File: config.mk
export PLATFORM = sky130hd
export DESIGN_NAME = qmod_fracn_div
export DESIGN_NICKNAME = d
export VERILOG_FILES = /design/src/rtl/qmfn_pkg.sv /design/src/rtl/qmfn_split.sv /design/src/rtl/qmfn_frac_acc.sv /design/src/rtl/qmod_fracn_div.sv
export SDC_FILE = /design/constraint.sdc
export NUM_CORES = 1
export LEC_CHECK = 0
export BUFFER_PORTS_ARGS = -buffer_cell sky130_fd_sc_hd__buf_4
export CORE_ASPECT_RATIO = 0.7
export CORE_MARGIN = 3
export CORE_UTILIZATION = 56
export DETAILED_ROUTE_END_ITERATION = 8
export PLACE_DENSITY = 0.84
export SYNTH_ARGS = -nofsm -noshare
export SYNTH_HDL_FRONTEND = slang
export SYNTH_HIERARCHICAL = 1
export SYNTH_SLANG_ARGS = --single-unit
File: constraint.sdc
create_clock -name clk -period 3.2 [get_ports clk]
set_input_delay 0.32 -clock clk [delete_from_list [all_inputs] [get_ports clk]]
set_output_delay 0.32 -clock clk [all_outputs]
set_load 0.005 [all_outputs]
File: src/rtl/qmfn_pkg.sv
package qmfn_pkg;
    // shift amounts for the two prescaler bases (16 and 8)
    localparam int HI_SH = 4;
    localparam int LO_SH = 3;
    // width of the +4 and +1 counts
    localparam int AB_W  = 2;
endpackage

File: src/rtl/qmfn_split.sv
module qmfn_split #(
    parameter int N_W = 15,
    parameter int C_W = 11
) (
    input  logic [N_W-1:0]              n_word,
    input  logic                        band_hi,
    output logic [C_W-1:0]              c_val,
    output logic [qmfn_pkg::AB_W-1:0]   b_val,
    output logic [qmfn_pkg::AB_W-1:0]   a_val,
    output logic                        bad
);
    import qmfn_pkg::*;
    localparam int CF_W  = N_W - LO_SH;
    localparam int C_MAX = (1 << C_W) - 1;

    logic [CF_W-1:0]   c_full;
    logic [HI_SH-1:0]  rem;
    logic [AB_W-1:0]   mx;

    always_comb begin
        c_full = band_hi ? CF_W'(n_word >> HI_SH) : CF_W'(n_word >> LO_SH);
        rem    = band_hi ? n_word[HI_SH-1:0] : {1'b0, n_word[LO_SH-1:0]};
        b_val  = rem[HI_SH-1:AB_W];
        a_val  = rem[AB_W-1:0];
        mx     = (a_val > b_val) ? a_val : b_val;
        c_val  = c_full[C_W-1:0];
        bad    = (c_full > CF_W'(C_MAX)) || (c_full < (CF_W'(mx) + CF_W'(2)));
    end
endmodule

File: src/rtl/qmfn_frac_acc.sv
module qmfn_frac_acc #(
    parameter int F_W = 4
) (
    input  logic           clk,
    input  logic           rst_n,
    input  logic           clr,
    input  logic           load,
    input  logic [F_W-1:0] num,
    input  logic [F_W-1:0] den_code,
    output logic           ovf
);
    localparam int D_W     = F_W + 1;
    localparam int LOW_LIM = (1 << (F_W - 1)) + 1;

    logic [F_W-1:0] acc_d, acc_q;
    logic [D_W-1:0] sum, den, rsd;

    always_comb begin
        den   = (int'(den_code) < LOW_LIM) ? D_W'(1 << F_W) : {1'b0, den_code};
        sum   = {1'b0, acc_q} + {1'b0, num};
        ovf   = (sum >= den);
        rsd   = ovf ? (sum - den) : sum;
        acc_d = acc_q;
        if (clr)
            acc_d = '0;
        else if (load)
            acc_d = rsd[F_W-1:0];
    end

    always_ff @(posedge clk or negedge rst_n) begin
        if (!rst_n) acc_q <= '0;
        else        acc_q <= acc_d;
    end

    // a legal step leaves a residue below the denominator in use
    a_r5_acc_residue: assert property (@(posedge clk) disable iff (!rst_n)
        (load && !clr && ({1'b0, num} < den) && ({1'b0, acc_q} < den))
        |=> ({1'b0, acc_q} < $past(den)));
endmodule

File: src/rtl/qmod_fracn_div.sv
module qmod_fracn_div #(
    parameter int N_W = 15,
    parameter int F_W = 4
) (
    input  logic           clk,
    input  logic           rst_n,
    input  logic           pwr_dn,
    input  logic           band_hi,
    input  logic [N_W-1:0] n_word,
    input  logic [F_W-1:0] frac_num,
    input  logic [F_W-1:0] frac_den,
    output logic [1:0]     mod_sel,
    output logic           fb_pulse,
    output logic           cfg_err
);
    import qmfn_pkg::*;
    localparam int C_W = N_W - HI_SH;
    localparam int A_W = AB_W + 1;

    typedef struct packed {
        logic [C_W-1:0]  c;
        logic [AB_W-1:0] b;
        logic [A_W-1:0]  a;
        logic            fb;
        logic            err;
    } div_st_t;

    div_st_t st_d, st_q;

    logic [C_W-1:0]  c_val;
    logic [AB_W-1:0] b_val, a_val;
    logic            bad, ovf, last, load;

    qmfn_split #(.N_W(N_W), .C_W(C_W)) u_split (
        .n_word (n_word),
        .band_hi(band_hi),
        .c_val  (c_val),
        .b_val  (b_val),
        .a_val  (a_val),
        .bad    (bad)
    );

    qmfn_frac_acc #(.F_W(F_W)) u_acc (
        .clk     (clk),
        .rst_n   (rst_n),
        .clr     (pwr_dn),
        .load    (load),
        .num     (frac_num),
        .den_code(frac_den),
        .ovf     (ovf)
    );

    always_comb begin
        last = (st_q.c <= C_W'(1));
        load = last && !pwr_dn;
        st_d = st_q;
        if (pwr_dn) begin
            st_d = '0;
        end else if (last) begin
            st_d.c   = c_val;
            st_d.b   = b_val;
            st_d.a   = {1'b0, a_val} + A_W'(ovf);
            st_d.fb  = 1'b1;
            st_d.err = bad;
        end else begin
            st_d.c  = st_q.c - 1'b1;
            st_d.b  = (st_q.b != '0) ? st_q.b - 1'b1 : '0;
            st_d.a  = (st_q.a != '0) ? st_q.a - 1'b1 : '0;
            st_d.fb = 1'b0;
        end
    end

    always_ff @(posedge clk or negedge rst_n) begin
        if (!rst_n) st_q <= '0;
        else        st_q <= st_d;
    end

    assign mod_sel  = {|st_q.b, |st_q.a};
    assign fb_pulse = st_q.fb;
    assign cfg_err  = st_q.err;

    // power-down leaves the outputs quiet
    a_r1_pwrdn_quiet: assert property (@(posedge clk) disable iff (!rst_n)
        pwr_dn |=> (!fb_pulse && (mod_sel == 2'b00) && !cfg_err));

    // the +4 select never rises inside a period
    a_r2_plus4_once: assert property (@(posedge clk) disable iff (!rst_n)
        !fb_pulse |-> !(mod_sel[1] && !$past(mod_sel[1])));

    // the +1 select never rises inside a period
    a_r2_plus1_once: assert property (@(posedge clk) disable iff (!rst_n)
        !fb_pulse |-> !(mod_sel[0] && !$past(mod_sel[0])));

    // the cycle after the last count always opens a period
    a_r9_next_period: assert property (@(posedge clk) disable iff (!rst_n)
        (last && !pwr_dn) |=> fb_pulse);

    // a legal period gives a single-cycle feedback pulse
    a_r10_fb_single: assert property (@(posedge clk) disable iff (!rst_n)
        (fb_pulse && !cfg_err) |=> !fb_pulse);
endmodule

### Word level (Yosys, flattened, before mapping)

Index checks and enable logic that the tools add are counted.

| storage, ports and cells | value |
|---|---|
| logic and storage cells | 40 |
| input bits | 27 |
| bits in registers | 22 |
| output and inout port bits | 4 |

| operators by class | value |
|---|---|
| add/subtract/negate cells | 7 |
| order comparisons | 6 |
| mux-type cells | 12 |
| reduce and logical (&&, ||, !) cells | 9 |

Operators with widths:

| operator | count |
|---|---|
| 18-bit 2-to-1 mux | 1 |
| 17-bit 2-to-1 mux | 1 |
| 4-bit 2-to-1 mux | 4 |
| 12-bit by 11-bit greater-than comparator with 1-bit output (second input constant) | 1 |
| 12-bit by 3-bit < comparator with 1-bit output | 1 |
| 12-bit 2-to-1 mux | 1 |
| 11-bit by 1-bit <= comparator with 1-bit output (second input constant) | 1 |
| 11-bit by 1-bit subtractor with 11-bit output (second input constant) | 1 |
| 2-bit nonzero test | 3 |
| 4-bit by 4-bit adder with 5-bit output | 1 |
| 5-bit greater-or-equal comparator | 1 |
| 5-bit 2-to-1 mux | 1 |
| 4-bit < comparator (second input constant) | 1 |
| 2-bit 2-to-1 mux | 2 |
| 4-bit subtractor | 1 |
| 2-bit by 1-bit adder with 3-bit output | 1 |
| 2-bit by 2-bit adder with 3-bit output (second input constant) | 1 |
| 3-bit 2-to-1 mux | 1 |
| 3-bit nonzero test | 1 |
| 3-bit OR reduction | 1 |
| 3-bit by 1-bit subtractor with 3-bit output (second input constant) | 1 |
| 2-bit greater-than comparator | 1 |
| 2-bit OR reduction | 1 |
| 2-bit by 1-bit subtractor with 2-bit output (second input constant) | 1 |
| other kinds (4) | 4 |

### Depth between registers and ports, before layout

Gate-level depths: netlist of the first run.

| depth | value |
|---|---|
| word-level depth | 8 |
| mapped depth | 11 |
| depth with buffers taken out | 11 |

### Cells and area by module

The synthesis of the first run kept the hierarchy.

Modules (own cells, without submodules):

| module | cells an instance | area an instance (um^2) | times used | sequential area each (um^2) |
|---|---|---|---|---|
| qmod_fracn_div | 81 | 964.7 | 1 | 450.4 |
| qmfn_frac_acc | 63 | 550.5 | 1 | 100.1 |
| qmfn_split | 46 | 349.1 | 1 | 0.0 |

### Worst setup path before layout of the first run

OpenSTA, ideal clock, no wires.

| timing path | value |
|---|---|
| kind | register -> register |
| start point | reg u_acc.acc_q[0] |
| end point | reg st_q[3] (netlist bit) |
| clock period less this slack | 2.555 ns |
| path buffers | 0 |
| data required time | 3.069 ns |
| slack | 0.645 ns |
| stages on the path, launching flop included | 11 |
| setup time | 0.131 ns |
| data arrival time | 2.424 ns |
| cell sequence | dfrtp_1 ha_1 fa_1 xor2_1 ha_1 a21oi_1 o21a_1 nand2_1 ha_1 ha_1 o2bb2ai_1 |

RTL lines:

| what | RTL line | text |
|---|---|---|
| start: declaration | qmfn_frac_acc.sv:15 | `logic [F_W-1:0] acc_d, acc_q;` |
| start signal: assignment | qmfn_frac_acc.sv:31 | `if (!rst_n) acc_q <= '0;` |
| start signal: assignment | qmfn_frac_acc.sv:32 | `else acc_q <= acc_d;` |
| end signal: assignment | qmod_fracn_div.sv:75 | `else st_q <= st_d;` |
| end: declaration | qmod_fracn_div.sv:28 | `div_st_t st_d, st_q;` |

==> metrics.yaml, run 1 <==
logic_synthesis:
  syn-num-nets: 237
  synth_seq_cells: 22
  synth_area_leaders: "dfrtp_1 30%, ha_1 12%, o2bb2ai_1 7.5%, mux2_2 4.8%, xor2_1 3.3%"
  synthCells: 190
  syn_area_um2: 1864
  synth_top_area_share_pct: 29.53
  synthDistinctLibCells: 49
  yosys_warnings: 6
  yosys_most_used_dff: "dfrtp_1"
  synth-edff-count: 0
  seq_area_frac_synth_pct: 29.53
  async_flop_share_pct: 100.0
  synth_area_leader_cell: "dfrtp_1"
  avgSynthCellArea_um2: 9.812
drt:
  routed.top_layer: "met4"
  dr_wl_met3_um: 285
  vias: 1549
  drtIter0Drc: 74
  totalWireLength_mm: 4.364
  wl_met1_mm: 2.032
  route.met2.wl_mm: 1.965
  wl_per_cell_um: 17.11
  drt_pass1_iterations: 4
  route.detailed.drc: 0
  routed_via_density: 6.075
  route.antenna.remaining_nets: 0
clocking:
  cts_num_sinks: 22
  cts_root_buf: "clkbuf_8"
  cts_resized: 0
  clock_latency_ns: 0.26
  tritoncts: "done"
  cts_buffers: 3
  cts.htree.levels: 1
  clock_path_buffers: 2
  path_clk_slew_ns: 0.09
timing:
  clock_skew_ns: 0.007822
  setup_tns_ns: 0
  setup_viol: 0
  hold_viol_final: 0
  max_slew_margin_pct: 51.54
  tightest_slew_ns: 0.7270
  period_share_pct: 91.55
  clock.fmax_mhz: 341.3
  fin_crit_ns: 2.930
  grt_setup_unrepaired: "no"
  slew_violations: 0
grt:
  grt-ovfl-total: 0
  antenna_found_initial: 0
  grt_first_pass_wirelength_mm: 7.024
  grt.total_usage_pct: 23.14
  grt_max_degree: 24
  grt_pass1_vias: 1516
min_path:
  worstHoldPathType: "in -> reg"
setup_path:
  worst_path_most_repeated_cell: "ha_1"
  end_kind: "register"
  critical_path.slowest_cell: "fa_1"
  crit_chain: "ha_1, fa_1, xor2_1, ha_1, a21oi_1, o21a_1, nand2_1, ha_1, ha_1, o2bb2ai_1"
  crit_fanout: 5
  worst_setup_path_start_kind: "register"
  cp_data_required_time_ns: 3.31
  cp_slowest_stage_delay_ns: 0.41
  worstPathArrival_ns: 3.04
  critPathKind: "reg -> reg"
power_and_ir_drop:
  switchingPower_mw: 0.6464
  power_frac_clock_pct: 16.9
  p_int_mw: 0.8911
  p_leak_nw: 1.017
  ir_worst_vdd_v: 0.0003071
  power.density_nw_per_um2: 709.0
  pwr-share-seq_pct: 28.7
  p_comb_share_pct: 54.4
  swShare_pct: 42.04
placed_design:
  hpwl_mm: 3.329
  dpl_cell_area_um2: 2087
  numPortBuffers: 30
  dp_cells: 250
  gp_congestion: 0.8802
die:
  die_h_um: 54.28
  dieArea_um2: 4068
  die_w_um: 74.96
  start_util_pct: 62.50
  pin_count: 31
  core_area_um2: 2983
  rows: 16
layout:
  diodes: 0
  final_cell_mix: "31 x buf_4, 22 x dfrtp_1, 18 x ha_1, 16 x o2bb2ai_1"
  finalNetCount: 267
  register_area_um2: 550.5
  nFillCells: 217
  finalNonFillerCells: 255
  area_growth_pct: 16.31
  drive_gt1_share_pct: 25.11
  multi_input_area_um2: 1202
  mostFrequentLayoutCell: "buf_4"
  final_area_um2: 2168
outcome:
  status: "finished, final reports clean"
flow_run:
  max-cap-violations: 0
## critical path: cells and delay by family, from the launching register on
family,cells,cell delay [ns]
AOI/OAI and AO/OA,3,0.59
xor gates and xnor gates,1,0.27
adders and majority gates,5,1.43
DFF,1,0.40
and+or+nand+nor,1,0.09
## worst paths after layout
kind / start / end / slack (ns) / depth (start not counted)
max: u_acc/acc_q[0]$_DFFE_PN0P_ / st_q[3]$_DFF_PN0_ / 0.27 / 10
min reg2reg: cfg_err$_DFFE_PN0P_ / cfg_err$_DFFE_PN0P_ / 0.52 / 2
max reg2reg: u_acc/acc_q[0]$_DFFE_PN0P_ / st_q[3]$_DFF_PN0_ / 0.27 / 10
min in group asynchronous: rst_n / u_acc/acc_q[3]$_DFFE_PN0P_ / 0.47 / 2
max in group asynchronous: rst_n / st_q[3]$_DFF_PN0_ / 2.49 / 2
min: pwr_dn / u_acc/acc_q[3]$_DFFE_PN0P_ / 0.26 / 2
## cell families (layout without fill, tap and decap cells)
kind of cell | Yosys count | after routing | synth area share [%]
DFF | 22 | 22 | 29.53
buffers and inverters | 22 | 51 | 5.973
muxes | 9 | 9 | 5.638
xor gates and xnor gates | 10 | 10 | 4.698
and+or+nand+nor | 58 | 58 | 18.72
adders and majority gates | 20 | 20 | 14.23
AOI/OAI and AO/OA | 49 | 49 | 21.21
## Yosys cell counts (all sizes together), types with 3 or more instances
| cell | count |
|---|---|
| nand2 | 15 |
| o2bb2ai | 16 |
| xnor2 | 3 |
| nor2 | 11 |
| nand4 | 3 |
| o21ai | 7 |
| mux2 | 9 |
| dfrtp | 22 |
| a21oi | 6 |
| buf | 7 |
| nand3 | 5 |
| inv | 15 |
| nand2b | 4 |
| xor2 | 7 |
| ha | 18 |
| nor3 | 4 |
| o21bai | 4 |
## repair_timing
action,in CTS,in global routing
hold endpoints to repair,22,0
hold buffers,1,0
setup buffers,0,0
## cell type report
class | count | area share [%]
Multi-Input combinational cell | 146 | 55.45
Timing Repair Buffer | 32 | 11.19
Sequential cell | 22 | 25.39
Inverter | 15 | 2.597
Clock buffer | 3 | 1.904
Clock inverter | 1 | 1.385
Tap cell | 36 | 2.077
## per-stage QoR
stage / power [mW] / setup slack, ns / hold slack [ns] / utilization [%]
2_1_floorplan: 1.044 / 0.6451 / 0.02441 / -
3_3_place_gp: 1.211 / 0.4726 / 0.2250 / 69.97
3_5_place_dp: 1.255 / 0.3528 / 0.2274 / 69.97
4_1_cts: 1.530 / 0.3514 / 0.2579 / 72.69
5_1_grt: 1.644 / 0.2190 / 0.2539 / 72.69
6_report: 1.537 / 0.2703 / 0.2591 / 72.69
## per-layer routing
layer / up-vias / global-route usage, %
met1: 727 / 32.38
met3: 10 / 5.321
li1: 752 / -
met2: 60 / 35.55
met4: 0 / 7.396
met5: - / 0
## flip-flops by register name, indices dropped and copies added (netlist names)
signal       cells
cfg_err          1
fb_pulse         1
st_q            16
u_acc/acc_q      4
## power by group through the flow
stage               sequential, mW  combinational [mW]  clock (mW)
floorplan                    0.425               0.619           0
global placement             0.435               0.775           0
detailed placement           0.443               0.812           0
CTS                          0.440               0.824       0.266
global route                 0.449               0.918       0.278
finish                       0.441               0.836       0.260
(Power assumes the default switching activity.)
==> run 2: changes to the inputs <==
--- a/config.mk
+++ b/config.mk
@@ -8,10 +8,12 @@
 export BUFFER_PORTS_ARGS = -buffer_cell sky130_fd_sc_hd__buf_4
 export CORE_ASPECT_RATIO = 0.7
 export CORE_MARGIN = 3
-export CORE_UTILIZATION = 56
+export CORE_UTILIZATION = 51
 export DETAILED_ROUTE_END_ITERATION = 8
-export PLACE_DENSITY = 0.84
+export PLACE_DENSITY = 0.81
+export SKIP_CTS_REPAIR_TIMING = 1
 export SYNTH_ARGS = -nofsm -noshare
 export SYNTH_HDL_FRONTEND = slang
 export SYNTH_HIERARCHICAL = 1
 export SYNTH_SLANG_ARGS = --single-unit
+export TNS_END_PERCENT = 5
==> constraint.sdc (replaced) <==
create_clock -name clk -period 2.5 [get_ports clk]
set_input_delay 0.25 -clock clk [delete_from_list [all_inputs] [get_ports clk]]
set_output_delay 0.25 -clock clk [all_outputs]
set_load 0.005 [all_outputs]
==> run 2 against run 1 <==
Effect of this change:
- the flow now finishes with violations (setup timing)
- via count grew 0.32%
- core utilization is 4.4 points lower
- fmax grew 13%
- first-iteration DRC count increased by 38%
- clock-buffer cell count is the same
- routed wire length is 2.7% lower
- sequential share of layout area decreased by 1.1 points
- worst hold slack worse by 0.075 ns
- clock power rose by 30%
- die area increased by 8.9%
- cell count up 7.1%
- register-to-register slack worse by 0.36 ns
- critical endpoint unchanged
- largest power group unchanged
==> metrics.yaml, run 2 (synthesis results as in run 1) <==
outcome:
  status: "finished with violations"
  violations: "setup timing"
layout:
  finalNetCount: 274  # +2.6%
  area_growth_pct: 21.61
  final_cell_mix: "38 x buf_4, 22 x dfrtp_1, 16 x o2bb2ai_1, 16 x ha_1"
  top_regs: "st_q x16, u_acc/acc_q x4"
  mostFrequentLayoutCell: "buf_4"
  diodes: 0  # unchanged
  largest_register_ffs: 16  # unchanged
  drive_gt1_share_pct: 30.09  # +5.0 points
  nFillCells: 285  # +31%
  regMostFlops: "st_q"
timing:
  slew_violations: 0  # unchanged
  fin_crit_ns: 2.591  # -0.3386 ns
  worst_slack_ns: -0.09109  # -0.3614 ns
  clock.fmax_mhz: 385.9  # +13%
  max_slew_margin_pct: 51.72  # +0.18 points
  tightest_slew_ns: 0.7243  # -0.002698 ns
  setup_viol: 3  # +3
  clock_skew_ns: 0.01416  # +0.006340 ns
  grt_setup_unrepaired: "yes"
  period_share_pct: 103.6  # +12 points
  hold_viol_final: 0  # unchanged
drt:
  route.detailed.drc: 0  # unchanged
  route.antenna.remaining_nets: 0  # unchanged
  totalWireLength_mm: 4.247  # -2.7%
  drt_pass1_iterations: 4  # unchanged
  routed_via_density: 5.692  # -6.3%
  wl_per_cell_um: 15.56  # -9.1%
  vias: 1554  # +0.32%
  drtIter0Drc: 102  # +38%
clocking:
  cts_buffers: 3  # unchanged
  cts.htree.levels: 1  # unchanged
  cts_num_sinks: 22  # unchanged
  path_clk_slew_ns: 0.09  # about the same
  clock_latency_ns: 0.27  # about the same
  cts_root_buf: "clkbuf_8"
  tritoncts: "done"
  clock_path_buffers: 2  # unchanged
setup_path:
  worst_setup_path_start_kind: "register"
  r2r-start: "u_acc/acc_q[2]$_DFFE_PN0P_"
  crit_fanout: 3  # -2
  end_kind: "register"
  critPathKind: "reg -> reg"
  crit_start: "u_acc/acc_q[2]$_DFFE_PN0P_"
  cp_data_required_time_ns: 2.62  # -0.69 ns
  worstPathArrival_ns: 2.71  # -0.33 ns
die:
  pin_count: 31  # unchanged
  die_h_um: 56.59  # +4.3%
  dieArea_um2: 4429  # +8.9%
  start_util_pct: 56.18  # -6.3 points
  rows: 17  # +1
  core_area_um2: 3318  # +11%
  die_w_um: 78.27  # +4.4%
power_and_ir_drop:
  power_mw: 2.066  # +34%
  power.density_nw_per_um2: 911.3  # +29%
  p_leak_nw: 1.049  # +3.1%
  ir_worst_vdd_v: 0.0006110  # +99%
placed_design:
  numPortBuffers: 30  # unchanged
  place_ws_ns: -0.06412  # -0.4169 ns
  gp_congestion: 0.9874  # +12%
  hpwl_mm: 3.325  # -0.14%
min_path:
  worstHoldPathType: "in -> reg"
  hold_path.startpoint: "pwr_dn"
flow_run:
  max-cap-violations: 0  # unchanged
grt:
  grt.total_usage_pct: 20.58  # -2.6 points
  grt_first_pass_wirelength_mm: 7.286  # +3.7%
  antenna_found_initial: 0  # unchanged
  grt_pass1_vias: 1543  # +1.8%
  grt_max_degree: 23  # -4.2%
  grt-ovfl-total: 0  # unchanged
[run 2: routing by layer]
metal / global-route usage, % / part of all wire (%)
met1: 29.35 / 50
met2: 32.44 / 46
met3: 5.288 / 4.6
met4: 2.244 / 0.28
met5: 0 / 0
[run 2: worst paths after layout]
check	end	slack [ns]	cells after the start
worst max register to register	st_q[3]$_DFF_PN0_	-0.09	11
worst min register to register	u_acc/acc_q[0]$_DFFE_PN0P_	0.51	1
worst min-delay path	u_acc/acc_q[3]$_DFFE_PN0P_	0.18	2
max in group asynchronous	cfg_err$_DFFE_PN0P_	1.86	2
worst max-delay path	st_q[3]$_DFF_PN0_	-0.09	11
min in group asynchronous	st_q[15]$_DFF_PN0_	0.40	2
[run 2: critical path: stages (launching register included)]
cell and delay (ns):
dfrtp_1 0.40, ha_1 0.32, a21oi_1 0.19, and3_4 0.21, nor2_1 0.05, ha_1 0.34
nand4_1 0.13, o21ba_2 0.15, nand2_1 0.07, ha_1 0.19, ha_1 0.27, o2bb2ai_1 0.13
[run 2: metrics by stage]
stage / cells / cell area, µm² / TNS [ns] / hold WS [ns] / util [%]
floorplan: 190 / 1871 / 0 / -0.04559 / -
global placement: 268 / 2160 / 0 / 0.1586 / 65.08
detailed placement: 268 / 2160 / -0.09611 / 0.1599 / 65.08
CTS: 272 / 2231 / -0.1731 / -0.1395 / 67.23
global route: 273 / 2267 / -0.6114 / 0.1834 / 68.33
finish: 273 / 2267 / -0.1301 / 0.1836 / 68.33
[run 2: cell type report]
type                    count  area, µm²  share of cell area [%]
multi-input cells         146       1235                   54.47
clock buffers               3      41.29                   1.821
inverters                  15      56.30                   2.483
flip-flops and latches     22      550.5                   24.28
repair buffers             39      295.3                   13.02
well taps                  47      58.81                   2.594
clock inverters             1      30.03                   1.325
[run 2: power breakdown]
part | internal (mW) | switching [mW] | total (mW)
registers | 0.457 | 0.105 | 0.562
logic | 0.547 | 0.620 | 1.17
clock network | 0.214 | 0.123 | 0.337
total | 1.22 | 0.848 | 2.07
==> run 3: changes to the inputs <==
--- a/config.mk
+++ b/config.mk
@@ -11,6 +11,7 @@
 export CORE_UTILIZATION = 51
 export DETAILED_ROUTE_END_ITERATION = 8
 export PLACE_DENSITY = 0.81
+export RECOVER_POWER = 50
 export SKIP_CTS_REPAIR_TIMING = 1
 export SYNTH_ARGS = -nofsm -noshare
 export SYNTH_HDL_FRONTEND = slang
==> constraint.sdc (replaced) <==
create_clock -name clk -period 2.1 [get_ports clk]
set_input_delay 0.21 -clock clk [delete_from_list [all_inputs] [get_ports clk]]
set_output_delay 0.21 -clock clk [all_outputs]
set_load 0.005 [all_outputs]
==> run 3 against run 2 <==
Effect of this change:
- the run still ends with setup timing left
- flip-flop and latch count did not move
- die area stayed put
- core utilization rose by 2.4 points
- critical path depth unchanged
- sequential share of layout area fell by 0.82 points
- routed wire length up 2.9%
- combinational power increased by 26%
- critical endpoint unchanged
- largest power group unchanged
==> metrics.yaml, run 3 (synthesis results as in run 1) <==
outcome:
  status: "finished with violations"
  violations: "setup timing"
placed_design:
  dpl_cell_area_um2: 2222  # +2.9%
  numPortBuffers: 30  # unchanged
  gp_congestion: 0.8285  # -16%
  hpwl_mm: 3.467  # +4.3%
layout:
  drive_gt1_share_pct: 33.76  # +3.7 points
  diodes: 0  # unchanged
  final_cell_mix: "45 x buf_4, 22 x dfrtp_1, 16 x o2bb2ai_1"
  register_area_um2: 550.5  # unchanged
  mostFrequentLayoutCell: "buf_4"
  nFillCells: 274  # -3.9%
  regMostFlops: "st_q"
  multi_input_area_um2: 1257  # +1.8%
  finalNetCount: 282  # +2.9%
  largest_register_ffs: 16  # unchanged
  top_regs: "st_q x16, u_acc/acc_q x4"
  final_area_um2: 2346  # +3.5%
  area_growth_pct: 25.84
setup_path:
  critPathKind: "reg -> reg"
  cp_slowest_stage_delay_ns: 0.40  # about the same
  worst_setup_path_start_kind: "register"
  crit_start: "u_acc/acc_q[0]$_DFFE_PN0P_"
  crit_fanout: 3  # unchanged
  critical_path.slowest_cell: "dfrtp_1"
  cpLargestDelayFamily: "adder cells"
  end_kind: "register"
  crit_chain: "ha_2, fa_2, a21oi_2, o21bai_1, ha_1, nand4_1, o21ba_2, nand2_1, ha_1, ha_1, o2bb2ai_1"
  worst_path_most_repeated_cell: "ha_1"
  cp_data_required_time_ns: 2.25  # -0.37 ns
  reg2reg_slack_ns: -0.46  # -0.37 ns
  cp.buffers_inverters: 0  # unchanged
  worstPathArrival_ns: 2.72  # about the same
  r2r-start: "u_acc/acc_q[0]$_DFFE_PN0P_"
clocking:
  cts_num_sinks: 22  # unchanged
  clock_latency_ns: 0.28  # about the same
  path_clk_slew_ns: 0.09  # about the same
  cts.htree.levels: 1  # unchanged
  cts_root_buf: "clkbuf_8"
  cts_buffers: 3  # unchanged
  tritoncts: "done"
  clock_path_buffers: 2  # unchanged
timing:
  setup_viol: 7  # +4
  hold_viol_final: 0  # unchanged
  max_slew_margin_pct: 22.04  # -30 points
  worst_slack_ns: -0.4620  # -0.3709 ns
  clock_skew_ns: 0.007303  # -0.006859 ns
  grt_setup_unrepaired: "yes"
  fin_crit_ns: 2.562  # -0.02908 ns
  tightest_slew_ns: 1.169  # +0.4451 ns
  clock.fmax_mhz: 390.3  # +1.1%
  slew_violations: 0  # unchanged
  period_share_pct: 122.0  # +18 points
die:
  rows: 17  # unchanged
  die_h_um: 56.59  # unchanged
  core_area_um2: 3318  # unchanged
  die_w_um: 78.27  # unchanged
  dieArea_um2: 4429  # unchanged
  start_util_pct: 56.18  # unchanged
  pin_count: 31  # unchanged
power_and_ir_drop:
  power.density_nw_per_um2: 1085  # +19%
  ir_worst_vdd_v: 0.0007028  # +15%
  power_mw: 2.546  # +23%
  p_leak_nw: 1.085  # +3.5%
flow_run:
  max-cap-violations: 0  # unchanged
grt:
  antenna_found_initial: 0  # unchanged
  grt-ovfl-total: 0  # unchanged
  grt.total_usage_pct: 20.49  # -0.088 points
  grt_pass1_vias: 1561  # +1.2%
  grt_first_pass_wirelength_mm: 7.189  # -1.3%
  grt_max_degree: 23  # unchanged
drt:
  route.antenna.remaining_nets: 0  # unchanged
  drt_pass1_iterations: 5  # +1
  drtIter0Drc: 98  # -3.9%
  routed_via_density: 5.594  # -1.7%
  route.detailed.drc: 0  # unchanged
  vias: 1572  # +1.2%
  wl_per_cell_um: 15.56  # about the same
  totalWireLength_mm: 4.371  # +2.9%
min_path:
  worstHoldPathType: "in -> reg"
  hold_path.startpoint: "pwr_dn"
[run 3: cell count changes in the layout (fill, tap and decap cells not counted), sizes merged]
cell,delta
clkbuf,+1
buf,+7
[run 3: layout make-up]
class	instances	share of cell area, %
Clock buffer	3	1.760
Inverter	15	2.400
Tap cell	47	2.507
Timing Repair Buffer	47	14.99
Multi-Input combinational cell	146	53.60
Clock inverter	1	1.280
Sequential cell	22	23.47
[run 3: metrics by stage]
stage,std cells,utilization (%),hold WS [ns],setup TNS (ns),setup WS (ns)
2_1_floorplan,190,-,-0.08559,-1.489,-0.3395
3_3_place_gp,276,66.97,0.1133,-2.250,-0.4115
3_5_place_dp,276,66.97,0.1146,-3.044,-0.5084
4_1_cts,280,69.12,-0.1865,-3.206,-0.5324
5_1_grt,281,70.70,0.1373,-3.457,-0.5662
6_report,281,70.70,0.1382,-2.781,-0.4620
[run 3: path summary, 6_finish.rpt]
kind | endpoint | depth (start not counted)
max | st_q[3]$_DFF_PN0_ | 11
min | u_acc/acc_q[3]$_DFFE_PN0P_ | 2
max reg2reg | st_q[3]$_DFF_PN0_ | 11
min reg2reg | cfg_err$_DFFE_PN0P_ | 2
max in group asynchronous | st_q[7]$_DFF_PN0_ | 2
min in group asynchronous | st_q[12]$_DFF_PN0_ | 2
[run 3: metal layers]
metal	wire, µm	GRT usage [%]
met5	0	0
met4	21	4.489
met3	197	5.449
met2	2102	32.32
met1	2049	28.22
[run 3: power breakdown]
| part | internal [mW] | switching, mW | leakage (nW) | total (mW) |
|---|---|---|---|---|
| sequential | 0.544 | 0.126 | 0.297 | 0.670 |
| clock | 0.255 | 0.149 | 0.0357 | 0.404 |
| combinational | 0.717 | 0.755 | 0.753 | 1.47 |
| total | 1.52 | 1.03 | 1.09 | 2.55 |
